<file path="config.mk">
export PLATFORM = sky130hd
export DESIGN_NAME = ppt_host_regs
export DESIGN_NICKNAME = d
export VERILOG_FILES = /design/src/rtl/ppt_pkg.sv /design/src/rtl/ppt_addr_dec.sv /design/src/rtl/ppt_ctrl_regs.sv /design/src/rtl/ppt_epp_regs.sv /design/src/rtl/ppt_status.sv /design/src/rtl/ppt_host_regs.sv
export SDC_FILE = /design/constraint.sdc
export NUM_CORES = 1
export LEC_CHECK = 0
export CAP_MARGIN = 20
export CELL_PAD_IN_SITES_DETAIL_PLACEMENT = 0
export CELL_PAD_IN_SITES_GLOBAL_PLACEMENT = 2
export CORE_ASPECT_RATIO = 0.75
export CORE_UTILIZATION = 31
export CTS_CLUSTER_DIAMETER = 150
export DETAILED_ROUTE_END_ITERATION = 10
export PLACE_DENSITY = 0.71
export SLEW_MARGIN = 20
export SYNTH_ARGS = -nofsm -noshare
export SYNTH_HDL_FRONTEND = slang
export SYNTH_HIERARCHICAL = 1
export SYNTH_SLANG_ARGS = --single-unit
</file>
<file path="constraint.sdc">
create_clock -name clk -period 3.1 [get_ports clk]
set_input_delay 0.465 -clock clk [delete_from_list [all_inputs] [get_ports clk]]
set_output_delay 0.465 -clock clk [all_outputs]
set_load 0.01 [all_outputs]
</file>
<file path="src/rtl/ppt_pkg.sv">
package ppt_pkg;

    localparam int BYTE_W      = 8;
    localparam int UPPER_OFS   = 'h400;
    localparam int EPP_BASE    = 3;
    localparam int EPP_IDX_W   = 3;
    localparam int LOWER_SPAN  = 8;

    localparam logic [2:0] MODE_COMPAT   = 3'b000;
    localparam logic [4:0] ECR_LOW_FIXED = 5'b00001;

    typedef enum logic [2:0] {
        SEL_NONE,
        SEL_PDR,
        SEL_DSR,
        SEL_DCR,
        SEL_EPP,
        SEL_ECR,
        SEL_RSVD
    } reg_sel_e;

    typedef struct packed {
        logic dir;
        logic irq_en;
        logic sel_in;
        logic init;
        logic auto_fd;
        logic strobe;
    } dcr_t;

    typedef struct packed {
        logic busy;
        logic ack_n;
        logic pe;
        logic slct;
        logic err_n;
    } periph_sts_t;

    function automatic logic [BYTE_W-1:0] pack_dsr(periph_sts_t s, logic bit0);
        return {~s.busy, s.ack_n, s.pe, s.slct, s.err_n, 1'b1, 1'b1, bit0};
    endfunction

    function automatic logic [3:0] ctl_lines(dcr_t d);
        return {~d.sel_in, d.init, ~d.auto_fd, ~d.strobe};
    endfunction

    function automatic logic [BYTE_W-1:0] pack_dcr(dcr_t d);
        return {2'b00, d};
    endfunction

endpackage

</file>
<file path="src/rtl/ppt_addr_dec.sv">
module ppt_addr_dec
    import ppt_pkg::*;
#(
    parameter int AW        = 11,
    parameter int EPP_SLOTS = 5
) (
    input  logic [AW-1:0]        addr,
    output reg_sel_e             sel,
    output logic [EPP_IDX_W-1:0] epp_idx
);

    localparam logic [AW-1:0] UPPER = AW'(UPPER_OFS);

    logic [2:0] rel;

    always_comb begin
        sel     = SEL_NONE;
        epp_idx = '0;
        rel     = addr[2:0] - 3'(EPP_BASE);
        if (addr[AW-1:3] == '0) begin
            case (addr[2:0])
                3'd0:    sel = SEL_PDR;
                3'd1:    sel = SEL_DSR;
                3'd2:    sel = SEL_DCR;
                default: begin
                    if (int'(rel) < EPP_SLOTS) begin
                        sel     = SEL_EPP;
                        epp_idx = rel;
                    end
                end
            endcase
        end else if (addr[AW-1:2] == UPPER[AW-1:2]) begin
            if (addr[1:0] == 2'd2) sel = SEL_ECR;
            else                   sel = SEL_RSVD;
        end
    end

endmodule

</file>
<file path="src/rtl/ppt_ctrl_regs.sv">
module ppt_ctrl_regs
    import ppt_pkg::*;
(
    input  logic              clk,
    input  logic              rst,
    input  logic              wr_pdr,
    input  logic              wr_dcr,
    input  logic              wr_ecr,
    input  logic [BYTE_W-1:0] wdata,
    output logic [2:0]        mode,
    output dcr_t              dcr,
    output logic [BYTE_W-1:0] pdr,
    output logic              pd_oe
);

    always_ff @(posedge clk) begin
        if (rst) begin
            mode <= MODE_COMPAT;
            dcr  <= '0;
            pdr  <= '0;
        end else begin
            if (wr_pdr) pdr  <= wdata;
            if (wr_dcr) dcr  <= dcr_t'(wdata[5:0]);
            if (wr_ecr) mode <= wdata[7:5];
        end
    end

    always_comb begin
        if (mode == MODE_COMPAT) pd_oe = 1'b1;
        else                     pd_oe = ~dcr.dir;
    end

endmodule

</file>
<file path="src/rtl/ppt_epp_regs.sv">
module ppt_epp_regs
    import ppt_pkg::*;
#(
    parameter int SLOTS = 5
) (
    input  logic                 clk,
    input  logic                 rst,
    input  logic                 wr_en,
    input  logic [EPP_IDX_W-1:0] idx,
    input  logic [BYTE_W-1:0]    wdata,
    output logic [BYTE_W-1:0]    rdata
);

    logic [BYTE_W-1:0] slot_q [SLOTS];

    for (genvar g = 0; g < SLOTS; g++) begin : g_slot
        always_ff @(posedge clk) begin
            if (rst)                                       slot_q[g] <= '0;
            else if (wr_en && idx == EPP_IDX_W'(g))        slot_q[g] <= wdata;
        end
    end

    always_comb begin
        rdata = '0;
        for (int i = 0; i < SLOTS; i++) begin
            if (idx == EPP_IDX_W'(i)) rdata = slot_q[i];
        end
    end

endmodule

</file>
<file path="src/rtl/ppt_status.sv">
module ppt_status
    import ppt_pkg::*;
(
    input  logic              clk,
    input  logic              rst,
    input  logic              epp_active,
    input  logic              rd_dsr,
    input  logic              tmo_pulse,
    input  periph_sts_t       sts,
    output logic [BYTE_W-1:0] dsr,
    output logic              tmo_flag
);

    always_ff @(posedge clk) begin
        if (rst)                          tmo_flag <= 1'b0;
        else if (epp_active && tmo_pulse) tmo_flag <= 1'b1;
        else if (epp_active && rd_dsr)    tmo_flag <= 1'b0;
    end

    assign dsr = pack_dsr(sts, epp_active ? tmo_flag : 1'b1);

endmodule

</file>
<file path="src/rtl/ppt_host_regs.sv">
module ppt_host_regs
    import ppt_pkg::*;
#(
    parameter int         AW            = 11,
    parameter int         EPP_DATA_REGS = 4,
    parameter logic [2:0] EPP_MODE      = 3'b100
) (
    input  logic          clk,
    input  logic          rst,
    input  logic [AW-1:0] bus_addr,
    input  logic          bus_wr,
    input  logic          bus_rd,
    input  logic [7:0]    bus_wdata,
    output logic [7:0]    bus_rdata,
    input  logic [7:0]    pd_in,
    output logic [7:0]    pd_out,
    output logic          pd_oe,
    output logic [3:0]    ctl_n_o,
    output logic          irq_en_o,
    input  logic [4:0]    periph_sts_i,
    input  logic          epp_tmo_i
);

    localparam int EPP_SLOTS = 1 + EPP_DATA_REGS;

    reg_sel_e             sel;
    logic [EPP_IDX_W-1:0] epp_idx;
    logic [2:0]           mode_q;
    dcr_t                 dcr_q;
    logic [BYTE_W-1:0]    pdr_q;
    logic [BYTE_W-1:0]    epp_rdata;
    logic [BYTE_W-1:0]    dsr_byte;
    logic                 tmo_flag;
    logic                 epp_active;
    logic                 dcr_dir;
    logic [BYTE_W-1:0]    rd_mux;
    logic [BYTE_W-1:0]    rdata_q;

    assign epp_active = (mode_q == EPP_MODE);
    assign dcr_dir    = dcr_q.dir;

    ppt_addr_dec #(.AW(AW), .EPP_SLOTS(EPP_SLOTS)) u_dec (
        .addr    (bus_addr),
        .sel     (sel),
        .epp_idx (epp_idx)
    );

    ppt_ctrl_regs u_ctrl (
        .clk    (clk),
        .rst    (rst),
        .wr_pdr (bus_wr && sel == SEL_PDR),
        .wr_dcr (bus_wr && sel == SEL_DCR),
        .wr_ecr (bus_wr && sel == SEL_ECR),
        .wdata  (bus_wdata),
        .mode   (mode_q),
        .dcr    (dcr_q),
        .pdr    (pdr_q),
        .pd_oe  (pd_oe)
    );

    ppt_epp_regs #(.SLOTS(EPP_SLOTS)) u_epp (
        .clk   (clk),
        .rst   (rst),
        .wr_en (bus_wr && sel == SEL_EPP && epp_active),
        .idx   (epp_idx),
        .wdata (bus_wdata),
        .rdata (epp_rdata)
    );

    ppt_status u_sts (
        .clk        (clk),
        .rst        (rst),
        .epp_active (epp_active),
        .rd_dsr     (bus_rd && sel == SEL_DSR),
        .tmo_pulse  (epp_tmo_i),
        .sts        (periph_sts_t'(periph_sts_i)),
        .dsr        (dsr_byte),
        .tmo_flag   (tmo_flag)
    );

    always_comb begin
        case (sel)
            SEL_PDR: rd_mux = pd_in;
            SEL_DSR: rd_mux = dsr_byte;
            SEL_DCR: rd_mux = pack_dcr(dcr_q);
            SEL_EPP: rd_mux = epp_active ? epp_rdata : '0;
            SEL_ECR: rd_mux = {mode_q, ECR_LOW_FIXED};
            default: rd_mux = '0;
        endcase
    end

    always_ff @(posedge clk) begin
        if (rst)         rdata_q <= '0;
        else if (bus_rd) rdata_q <= rd_mux;
        else             rdata_q <= '0;
    end

    assign bus_rdata = rdata_q;
    assign pd_out    = pdr_q;
    assign ctl_n_o   = ctl_lines(dcr_q);
    assign irq_en_o  = dcr_q.irq_en;

endmodule

</file>
* Word-level counts from Yosys, hierarchy flattened *
Memory sizes are Yosys's and may differ from the RTL's.
Cells that the tools add are included.

word-level totals
  bits in registers = 26
  memory bits (writable) = 40
  input bits = 37
  logic and storage cells = 99
  memories = 1

operators by class
  add/sub/neg operators = 1
  magnitude comparators = 1
  equal/unequal tests = 14
  muxes and demuxes = 41
  bitwise operators = 11
  reduce and logical (&&, ||, !) cells = 20

memories
  name          words  bits a word  rd ports  clocked after Yosys merged registers in  write ports  RTL line            text
  u_epp.slot_q  5      8            5         0                                        5            ppt_epp_regs.sv:14  logic [BYTE_W-1:0] slot_q [SLOTS];

operators by type and width
  operator               number
  $mux W8                11
  $pmux W8 S5            1
  $mux W1                21
  $mux W3                6
  $eq A3 B2 Y1 const B   5
  $logic_and A1 B1 Y1    13
  $eq A3 B3 Y1 const B   4
  $eq A3 B1 Y1 const B   3
  $eq A9 B9 Y1 const B   1
  $logic_not A3 Y1       3
  $pmux W3 S3            1
  $logic_not A8 Y1       1
  $not A1 Y1             6
  $or A1 B1 Y1           5
  $lt A3 B3 Y1 const B   1
  $reduce_or A3 Y1       1
  $sub A3 B2 Y3 const B  1
  $eq A2 B2 Y1 const B   1
  $mux W2                1
  $reduce_bool A2 Y1     1
  $reduce_or A2 Y1       1

* Depth between registers and ports, before layout *
  depth in word-level cells = 13
  depth in mapped cells = 11
  depth with buffers taken out = 10

* Modules after synthesis *
The synthesis kept the hierarchy.

by module, submodules not included
  module         instances  cells each  area an instance (sq um)  seq. area each (sq um)
  ppt_epp_regs   1          138         1926.8                    1201.2
  ppt_ctrl_regs  1          56          623.1                     340.3
  ppt_host_regs  1          71          610.6                     160.2
  ppt_addr_dec   1          30          209.0                     0.0
  ppt_status     1          13          101.3                     20.0

* Least setup slack after synthesis *
Ideal clock, no wire load.

  kind = input -> register
  start point = input bus_addr[0]
  end point = memory u_epp.slot_q[0][0] (data pin)
  library setup time = 0.131 ns
  arrival = 2.781 ns
  required time = 2.969 ns
  setup slack = 0.188 ns
  cell stages on the path = 10
  path buffers = 0
  path through = inv_1 ha_1 nor2b_1 o21ai_0 a211oi_1 nor3b_4 and3_1 or3b_4 nor3_4 and2_1

RTL lines
  element             RTL line             text
  start: declaration  ppt_host_regs.sv:10  input logic [AW-1:0] bus_addr,
  end: declaration    ppt_epp_regs.sv:14

* Worst setup path in the final report *
  start point = input bus_addr[8]
  end point = register u_ctrl/dcr[4] (netlist bit)

on the way
  cells in the longest elaborated chain, start to end = 5
  elaborated cells between the ends (all ways) = 6
  those cells by class = eq/ne: 2; mux: 2; reduce/logical: 2

RTL lines
  element                 RTL line             text
  $eq A9 B9 Y1            ppt_addr_dec.sv:32   end else if (addr[AW-1:2] == UPPER[AW-1:2]) begin
  $mux W3                 ppt_addr_dec.sv:32
  $mux W3 *               ppt_addr_dec.sv:20   if (addr[AW-1:3] == '0) begin
  named net sel[1]        ppt_host_regs.sv:26  reg_sel_e sel;
  $eq A3 B2 Y1 *          ppt_host_regs.sv:52  .wr_dcr (bus_wr && sel == SEL_DCR),
  $logic_and A1 B1 Y1 *   ppt_host_regs.sv:52
  end signal: assignment  ppt_ctrl_regs.sv:23  if (wr_dcr) dcr <= dcr_t'(wdata[5:0]);
  end: declaration        ppt_ctrl_regs.sv:11  output dcr_t dcr,

The timed path passes the listed nets; every way through them passes the cells marked *.
A chain may end at the register's enable or synchronous reset.

==> impl_metrics.yaml <==
yosys:
  synthFlopType: "edfxtp_1"
  synth_cell_type_count: 52
  yosysSeqAreaShare: 0.496
  synth_compound_area_frac: 0.105
  synth_top_family_by_area: "simple AND/OR/NAND/NOR gates"
  synth_async_sr_flop_share: 0
  synthMuxAreaShare: 0.102
  ys_ff_latch: 66
  post_synth_xor_area_fraction: 0.00252
  ys_warn_count: 6
  synth_cells: 308
  syn_avg_cell_area_um2: 11.3
  synth_edf_count: 40
  synth_simple_gate_area_share: 0.226
  synthAdderAreaFrac: 0.0144
  synth.cell_area_um2: 3470
cells_and_area:
  syn_to_final_growth_pct: 37.2
  multi_input_area_um2: 1630
  nets: 437
  layout-drive-gt1-share: 0.217
  antenna_cells: 0
  regArea_um2: 1720
  fillers: 1066
  final_util: 0.437
power_and_ir_drop:
  peakVddDrop_mv: 0.298
  leakagePower_uw: 0.00172
  cellPowerDensity_nw_per_um2: 445
route:
  drtPass1Iterations: 4
  route.detailed.drc: 0
  vias: 2652
  antenna_left: 0
  detail_route.wl_per_cell_um: 17.1
  drt_iter0_markers: 187
  vias_per_cell: 4.90
  drt_wl_total_mm: 9.26
flow_run:
  max-cap-violations: 0
clocking:
  clk_latency_ns: 0.34
  htreeDepth: 3
  cts_root_buffer: "clkbuf_16"
  cts_tree: "yes"
  cts_buffers: 9
  clk_pin_slew_ns: 0.06
  cts_max_path_buffers: 2
  hold_buffers: 0
  cts_sinks: 66
floorplan:
  start_util: 0.318
  io_pins: 59
  die_y_um: 93.6
  rows: 33
  fp.dieW_um: 124
  dieArea_um2: 11600
  core_region_area_um2: 10900
sta:
  slew_viol_final: 0
  fmaxAchievable_mhz: 348
  period_needed_ns: 2.88
  hold_ws_ns: 0.491
  rsz0062_at_grt: "false"
  finalHoldViolCount: 0
  finalCritPeriodShare: 0.928
  finalSetupTns_ns: 0
  clock_skew_ns: 0.00849
  setup_viol: 0
global_route:
  overflow: 0
  grt.total_usage: 0.168
  grt_pass1_vias: 2489
  grt_max_degree: 21
  antenna_found_initial: 1
  grt_pass1_wl_mm: 13.8
setup_path:
  crit_fanout: 19
  required_ns: 3.32
  startpoint_type: "input pin"
  cp-end-kind: "flop"
  arrival_ns: 3.10
  critPathKind: "in2reg"
outcome:
  status: "complete, no violations"
place:
  gp_congestion: 0.769
  port_buffers: 58
  hpwl_mm: 6.85
worst_hold_path:
  min_path_type: "reg2reg"
## cells in the final DEF, fill, tap and decap left out, types with 7 or more instances in the layout
| master | Yosys | layout |
|---|---|---|
| dfxtp_1 | 26 | 26 |
| buf_4 | 9 | 35 |
| and2_1 | 41 | 41 |
| inv_1 | 8 | 7 |
| nand2_1 | 8 | 8 |
| nor2_1 | 25 | 25 |
| clkbuf_16 | 0 | 9 |
| mux2i_1 | 31 | 31 |
| clkdlybuf4s50_1 | 0 | 56 |
| a21oi_1 | 10 | 10 |
| edfxtp_1 | 40 | 40 |
| nand3_1 | 11 | 11 |
## stage by stage
step	instances	setup slack [ns]	area, um2	total power (uW)
after floorplan	309	0.188	3470	1010
after global placement	522	-0.363	4400	1100
after detailed placement	522	-0.425	4400	1100
final	541	0.224	4760	2120
after CTS	540	0.0748	4730	2140
after global routing	541	0.0107	4760	2190
## final timing paths
path | startpoint | end | slack, ns | cells past startpoint
worst max-delay path | bus_addr[8] | u_ctrl/dcr[4] | 0.22 | 10
worst min-delay path | u_ctrl/pdr[7] | u_ctrl/pdr[7] | 0.49 | 2
worst max register to register | u_ctrl/mode[2] | u_epp/slot_q[0][5] | 1.21 | 5
worst min register to register | u_ctrl/pdr[7] | u_ctrl/pdr[7] | 0.49 | 2
## synth_stat cells, types with 2 or more instances
library cell / instances / area share
and2_1: 41 / 0.074
edfxtp_1: 40 / 0.35
mux2i_1: 31 / 0.089
dfxtp_1: 26 / 0.15
nor2_1: 25 / 0.027
nand3_1: 11 / 0.016
a21oi_1: 10 / 0.014
buf_4: 9 / 0.019
inv_1: 8 / 0.0087
nand2_1: 8 / 0.0087
nor2b_1: 6 / 0.011
a211o_1: 5 / 0.013
buf_6: 5 / 0.016
a21o_1: 4 / 0.0087
a22oi_1: 4 / 0.0087
a31o_2: 4 / 0.010
buf_2: 4 / 0.0058
ha_1: 4 / 0.014
mux2_2: 4 / 0.013
nand3b_1: 4 / 0.0087
nor3_1: 4 / 0.0058
o221ai_1: 4 / 0.010
a221o_1: 3 / 0.0087
a31oi_1: 3 / 0.0054
and3b_1: 3 / 0.0076
nand2b_1: 3 / 0.0054
nor3_4: 3 / 0.014
o21ai_0: 3 / 0.0043
a21oi_2: 2 / 0.0050
and3_1: 2 / 0.0036
clkbuf_1: 2 / 0.0022
nor3b_4: 2 / 0.011
nor4_1: 2 / 0.0036
## sequential cells by signal, summed over array words and instances (netlist names)
register	count
bus_rdata	8
u_ctrl/dcr	6
u_ctrl/mode	3
u_ctrl/pdr	8
u_epp/slot_q	40
u_sts/tmo_flag	1
## layout make-up
cell class                 instances  area share
sequential                        66       0.361
inverter                           8     0.00630
timing repair buffer              96       0.190
clock buffer                      10      0.0502
multi-input combinational        215       0.342
clock inverter                     6      0.0134
tap                              140      0.0368
## kinds of logic after synthesis
logic type,after synthesis
XOR/XNOR,1
buffers and inverters,28
flip-flops,66
AND/OR/NAND/NOR,124
other,1
AO/OA/AOI/OAI,49
multiplexers,35
adder cells (fa/ha/maj),4
## where the power goes
part / internal, uW / total [uW] / switching, uW / leakage, uW
combinational: 72.1 / 139 / 66.7 / 0.000942
sequential: 946 / 952 / 6.30 / 0.000622
clock: 645 / 1030 / 384 / 0.000153
total: 1660 / 2120 / 457 / 0.00172
## critical path, cell delays in order
cell and delay (ns):
clkdlybuf4s50_1 0.44, nor4_4 0.32, nand2_2 0.12, a2111oi_2 0.34
buf_4 0.18, buf_4 0.24, nor2b_1 0.20, and3_1 0.47
mux2i_1 0.25, nor2_1 0.06
## metal layers
metal,part of all wire,track usage,vias up
met5,0,0,-
met4,0.013,0.0565,0
met3,0.070,0.0433,8
met2,0.44,0.243,72
met1,0.48,0.240,1283
li1,-,-,1289
## repair_timing
item | CTS | global route
endpoints found under the setup margin | 40 | 28
endpoints found under the hold margin | 0 | 0
pin swaps | 2 | 4
resized for setup | 4 | 8
buffers inserted | 2 | 1
Note: power is estimated with default switching activity, not from simulation.
